## config.mk

```make
export PLATFORM = sky130hd
export DESIGN_NAME = word_swap_unit
export DESIGN_NICKNAME = d
export VERILOG_FILES = /design/src/rtl/ws_pkg.sv /design/src/rtl/ws_permute.sv /design/src/rtl/ws_select.sv /design/src/rtl/ws_stage.sv /design/src/rtl/word_swap_unit.sv
export SDC_FILE = /design/constraint.sdc
export NUM_CORES = 1
export LEC_CHECK = 0
export BUFFER_PORTS_ARGS = -buffer_cell sky130_fd_sc_hd__buf_2
export CAP_MARGIN = 20
export CORE_MARGIN = 1
export CORE_UTILIZATION = 45
export CTS_CLUSTER_SIZE = 24
export DETAILED_ROUTE_END_ITERATION = 8
export GPL_TIMING_DRIVEN = 0
export PLACE_DENSITY = 0.82
export SLEW_MARGIN = 20
export SYNTH_ARGS = -nofsm -noshare
export SYNTH_HDL_FRONTEND = slang
export SYNTH_SLANG_ARGS = --single-unit
```

## constraint.sdc

```tcl
create_clock -name clk -period 4.3 [get_ports clk]
set_clock_uncertainty 0.1 [all_clocks]
set_input_delay 0 -clock clk [delete_from_list [all_inputs] [get_ports clk]]
set_output_delay 0 -clock clk [all_outputs]
set_load 0.1 [all_outputs]
```

## src/rtl/ws_pkg.sv

```systemverilog
package ws_pkg;
  typedef enum logic [7:0] {
    WS_OP_MIRROR = 8'd0,
    WS_OP_BYTES  = 8'd1,
    WS_OP_HALVES = 8'd2
  } ws_op_e;
endpackage

```

## src/rtl/ws_permute.sv

```systemverilog
module ws_permute #(
  parameter int DATA_W = 32
) (
  input  logic [DATA_W-1:0] din,
  output logic [DATA_W-1:0] mirror_o,
  output logic [DATA_W-1:0] bytes_o,
  output logic [DATA_W-1:0] halves_o
);
  localparam int NBYTES = DATA_W / 8;
  localparam int HALF   = DATA_W / 2;

  for (genvar i = 0; i < DATA_W; i++) begin : g_mirror
    assign mirror_o[i] = din[DATA_W-1-i];
  end

  for (genvar k = 0; k < NBYTES; k++) begin : g_bytes
    assign bytes_o[8*k +: 8] = din[8*(NBYTES-1-k) +: 8];
  end

  assign halves_o = {din[HALF-1:0], din[DATA_W-1:HALF]};
endmodule

```

## src/rtl/ws_select.sv

```systemverilog
module ws_select #(
  parameter int DATA_W = 32,
  parameter int SEL_W  = 8
) (
  input  logic [SEL_W-1:0]  sel,
  input  logic [DATA_W-1:0] din,
  input  logic [DATA_W-1:0] mirror_i,
  input  logic [DATA_W-1:0] bytes_i,
  input  logic [DATA_W-1:0] halves_i,
  output logic [DATA_W-1:0] dout
);
  import ws_pkg::*;

  always_comb begin
    unique case (sel)
      SEL_W'(WS_OP_MIRROR): dout = mirror_i;
      SEL_W'(WS_OP_BYTES):  dout = bytes_i;
      SEL_W'(WS_OP_HALVES): dout = halves_i;
      default:              dout = din;
    endcase
  end
endmodule

```

## src/rtl/ws_stage.sv

```systemverilog
module ws_stage #(
  parameter int DATA_W     = 32,
  parameter bit REGISTERED = 1'b1
) (
  input  logic              clk,
  input  logic              rst,
  input  logic              fire,
  input  logic              clk_en,
  input  logic              start,
  input  logic [DATA_W-1:0] next_val,
  output logic [DATA_W-1:0] result,
  output logic              done
);
  if (REGISTERED) begin : g_reg
    logic [DATA_W-1:0] res_q;
    logic              done_q;
    always_ff @(posedge clk) begin
      if (rst) begin
        res_q  <= '0;
        done_q <= 1'b0;
      end else if (clk_en) begin
        done_q <= start;
        if (fire) res_q <= next_val;
      end
    end
    assign result = res_q;
    assign done   = done_q;
  end else begin : g_comb
    assign result = next_val;
    assign done   = start;
  end
endmodule

```

## src/rtl/word_swap_unit.sv

```systemverilog
module word_swap_unit #(
  parameter int DATA_W     = 32,
  parameter int SEL_W      = 8,
  parameter bit REGISTERED = 1'b1
) (
  input  logic              clk,
  input  logic              rst,
  input  logic              clk_en,
  input  logic              start,
  input  logic [SEL_W-1:0]  sel,
  input  logic [DATA_W-1:0] operand,
  output logic [DATA_W-1:0] result,
  output logic              done
);
  logic [DATA_W-1:0] mirror_w, bytes_w, halves_w, chosen_w;
  logic              fire;

  assign fire = clk_en & start;

  ws_permute #(.DATA_W(DATA_W)) u_perm (
    .din(operand), .mirror_o(mirror_w), .bytes_o(bytes_w), .halves_o(halves_w)
  );

  ws_select #(.DATA_W(DATA_W), .SEL_W(SEL_W)) u_sel (
    .sel(sel), .din(operand), .mirror_i(mirror_w), .bytes_i(bytes_w),
    .halves_i(halves_w), .dout(chosen_w)
  );

  ws_stage #(.DATA_W(DATA_W), .REGISTERED(REGISTERED)) u_stage (
    .clk(clk), .rst(rst), .fire(fire), .clk_en(clk_en), .start(start),
    .next_val(chosen_w), .result(result), .done(done)
  );
endmodule

```

# Word-level counts from Yosys, hierarchy flattened
# Cells that the tools add are included.
# totals
input_bits	44
word_cells	8
regBits	33
output_inout_bits	33
# classes
n_reduce_logical	2
n_eq_ne	2
bitwise_logic	1
muxes	1
# ops
op	count
case mux 32 bit (3 select lines)	1
equality test 8 x 1 -> 1 bit (second input constant)	1
equality test 8 x 2 -> 1 bit (second input constant)	1
logical NOT 8 bit	1
AND reduction 2 bit	1
AND 1 bit	1

# Longest topological paths before layout
# depth
word_depth	2
mapped_depth	7
mapped_depth_nobuf	4

# Cells and area by module
# A second synthesis with hierarchy kept.
# unflattened
hier_cells	438
area_unflattened_um2	3866.2
# by_module_without_submodules
mod	cells_per_inst	instances	area_per_inst_um2
ws_select	192	1	1580.3
ws_stage	149	1	1559.0
ws_permute	96	1	720.7
word_swap_unit	1	1	6.3

# Worst setup path after synthesis
# No wires, ideal clock.
# synth_path
path_type	input to register
from	input port sel[7]
to	register u_stage.g_reg.res_q[28] (netlist: u_stage.result[28])
arrival_time_ps	1345
t_required_ps	4066
stages	5
path_buffers	1
path_slack_ps	2721
setup_ps	134
cell_sequence	or4_4 -> a211o_4 -> buf_6 -> a221oi_2 -> a211oi_1
# synth_via
elab_chain_len	2
elab_cells_between_ends	4
cone_classes	eq/ne: 2; mux: 1; reduce/logical: 1
# synth_lines
item	line	rtl
from (decl)	word_swap_unit.sv:10	input logic [SEL_W-1:0] sel,
equality test 8 x 2 -> 1 bit (tied with other cells)	ws_select.sv:15	unique case (sel)
case mux 32 bit (3 select lines) *	ws_select.sv:15	
to (signal assigned)	ws_stage.sv:23	if (fire) res_q <= next_val;
to (decl)	ws_stage.sv:15	logic [DATA_W-1:0] res_q;
# Every way passes the cells marked *; elsewhere a longest branch is shown, timed or not.
# A chain may end at the register's enable or synchronous reset.

# Final worst setup path
# layout_path
from	input port clk_en
to	register u_stage.g_reg.res_q[4] (netlist: u_stage.result[4])
# layout_via
elab_chain_len	2
# layout_lines
item	line	rtl
from (decl)	word_swap_unit.sv:8	input logic clk_en,
AND 1 bit	word_swap_unit.sv:18	assign fire = clk_en & start;
AND reduction 2 bit (no line) *	n/a	
# Marks and branches as above.

==> impl_metrics.csv <==
group,metric,value,unit
status,status,"finished with violations",
status,failed_checks,"design-rule violations",
layout,area.growth.synth_to_final,36.86,%
job,max_cap_viols,0,
setup_path,required,4.38,ns
placed_design,place.detailed.hpwl,5066,um
grt,first_global_vias,2422,
logic_synthesis,syn-cell-area,0.002162,sq mm
die,num_rows,24,
placed_design,gp_congestion,0.9132,
setup_path,cp-start-kind,"input port",
clock_tree,cts.htree.levels,2,
detailed_routing,drt-wirelength-per-cell,18.21,um
sta,fin_crit_sh,41.34,%
setup_path,criticalPathCategory,"input port to flop",
die,top_level_ports,77,
detailed_routing,drtPass1Iterations,7,
die,initial_core_util,48.32,%
clock_tree,cts_tree,"done",
power_and_ir_drop,static-leakage-power,1.230,nW
die,die_width,71.32,um
clock_tree,clock-sinks,33,
grt,maximum_number_of_pins_on_one_net_before_global_route_repair,11,
clock_tree,cts.root.buffer_cell,"clkbuf_8",
detailed_routing,drc,4,
clock_tree,cts_made_buffers,5,
detailed_routing,route.vias.total,2524,
power_and_ir_drop,power_per_cell_area,316.4,mW/mm^2
placed_design,buffer_ports.inserted,74,
setup_path,crit_fanout,10,
clock_tree,insertion_delay,0.29,ns
grt,gr_usage_total,29.90,%
layout,nNetsFinal,399,
die,area_enclosed_by_the_die_boundary,0.005086,sq mm
sta,setup_repair_after_global_routing_missed_its_margin,"false",
logic_synthesis,synthCells,248,
die,core_area,0.004474,sq mm
sta,relSlewSlack,48.34,%
logic_synthesis,post_synth.cell_area_avg,8.718,sq um
detailed_routing,initialDrtViolationCount,237,
sta,fin_crit,1.778,ns
setup_path,critical_path.endpoint_type,"flop",
clock_tree,cts_max_path_buffers,2,
sta,count_of_pins_over_their_slew_limit,0,
logic_synthesis,synth_fp_nets,292,
die,die_y,71.32,um
detailed_routing,post_drt_via_cell_ratio,6.186,
min_path,hold_class,"input port to flop",
sta,count_of_final_hold_check_violations,0,
setup_path,cp_data_arrival_time,1.86,ns
logic_synthesis,ys_seq_area_share,30.56,%
grt,grt_overflow_total,0,
layout,instances_no_fill,408,
placed_design,placed_cells_incl_taps,374,
detailed_routing,postRouteWirelength,7431,um
clock_tree,clkTransAtPathRegs,0.07,ns
clock_tree,postCtsSetupBuffers,0,
detailed_routing,ant_nets,0,
layout,most_frequent_standard_cell_in_the_layout_excluding_fill_and_tap_cells,"buf_2",
logic_synthesis,synth_seq_cells,33,
sta,achievable-frequency,562.6,MHz
layout,share_of_post_route_cells_with_drive_strength_above_1,33.43,%
sta,report.final.setup_viol,0,
logic_synthesis,ys.warnings.count,0,
sta,fin_tns_setup,0,ns
grt,global_route_wire_length_before_repair,11720,um
layout,antennaDiodeCount,0,
logic_synthesis,synthDistinctLibCells,27,
grt,grt_antenna_before_repair,0,
layout,most_used_cells_in_the_layout_excluding_fill_and_tap_cells,"buf_2 (81), nor2_1 (36), dfxtp_1 (33), dlygate4sd3_1 (26), a211oi_1 (24)",
sta,worst_tran_pin_value,0.7749,ns
power_and_ir_drop,vdd_ir_drop_max,0.1898,mV
## flip-flops by register name, summed over array words and instances, names as in the netlist
name and cells:
u_stage.result 32, u_stage.done 1
## kinds of logic after synthesis
family	after synthesis	share of synthesized area (%)
AOI/OAI and AO/OA	86	38.37
buffers and inverters	29	6.828
DFF	33	30.56
muxes	12	5.556
and+or+nand+nor	88	18.69
## where the power goes
group / leakage, nW / total (mW) / internal [mW] / switching (mW)
combinational: 0.903 / 0.340 / 0.0906 / 0.250
sequential: 0.272 / 0.336 / 0.326 / 0.0101
clock: 0.0542 / 0.260 / 0.145 / 0.115
## Yosys cell counts
cell | number | share of area, %
a211o_4 | 1 | 0.81
a211oi_1 | 24 | 8.3
a21oi_1 | 1 | 0.23
a221oi_1 | 11 | 4.5
a221oi_2 | 21 | 15
a22o_1 | 19 | 7.7
and2_1 | 1 | 0.29
buf_1 | 3 | 0.52
buf_2 | 7 | 1.6
buf_4 | 2 | 0.69
buf_6 | 3 | 1.6
clkbuf_1 | 14 | 2.4
dfxtp_1 | 33 | 31
mux2i_1 | 12 | 5.6
nand2_1 | 22 | 3.8
nand2b_1 | 1 | 0.29
nand3_1 | 4 | 0.93
nand3b_1 | 8 | 2.8
nor2_1 | 36 | 6.3
nor2_2 | 1 | 0.29
nor2b_1 | 3 | 0.87
nor3_1 | 9 | 2.1
nor4_1 | 1 | 0.29
o21ai_0 | 8 | 1.9
o2bb2ai_1 | 1 | 0.41
or2_2 | 1 | 0.29
or4_4 | 1 | 0.52
## metrics by stage
step	power [mW]	instance area (sq um)	hold WS, ns	setup slack, ns	utilization, %
3_3_place_gp	0.6559	2597	0.1884	2.491	58.05
6_report	0.9362	2959	0.07076	2.522	66.14
4_1_cts	0.9329	2959	0.07181	2.561	66.14
3_5_place_dp	0.6589	2597	0.1952	2.474	58.05
5_1_grt	0.9711	2959	0.07471	2.456	66.14
2_1_floorplan	0.5814	2162	0.04115	2.721	-
## critical path, cell delays in order
cell           delay (ns)
dlygate4sd3_1        0.54
buf_2                0.13
nand2_1              0.19
buf_1                0.59
a221oi_2             0.06
a211oi_1             0.34
## final timing paths
check                                        from                 to  slack, ns  cells after the start
worst max-delay path                       clk_en  u_stage.result[4]       2.52                      6
worst min-delay path                   operand[1]  u_stage.result[1]       0.07                      3
worst max register to register  u_stage.result[4]  u_stage.result[4]       3.37                      2
worst min register to register  u_stage.result[6]  u_stage.result[6]       0.39                      2
## layout make-up
class | instances | area [sq um]
fillers | 361 | 1515
clock buffers | 7 | 96.34
well taps | 52 | 65.06
flip-flops and latches | 33 | 660.6
repair buffers | 100 | 630.6
clock inverters | 1 | 5.005
plain buffers | 29 | 147.6
multi-input cells | 186 | 1354
## per-layer routing
metal / part of all wire [%] / up-vias / GRT usage, %
met5: 0 / - / 0
met4: 3.3 / 0 / 14.89
met3: 7.8 / 28 / 6.188
met2: 47 / 144 / 50.16
met1: 42 / 1184 / 36.44
li1: - / 1168 / -
## repair_timing
item / 4_1_cts / 5_1_grt
resized for setup: 0 / 0
hold buffers: 26 / 0
endpoints found under the hold margin: 28 / 0
Note: power is estimated with default switching activity, not from simulation.
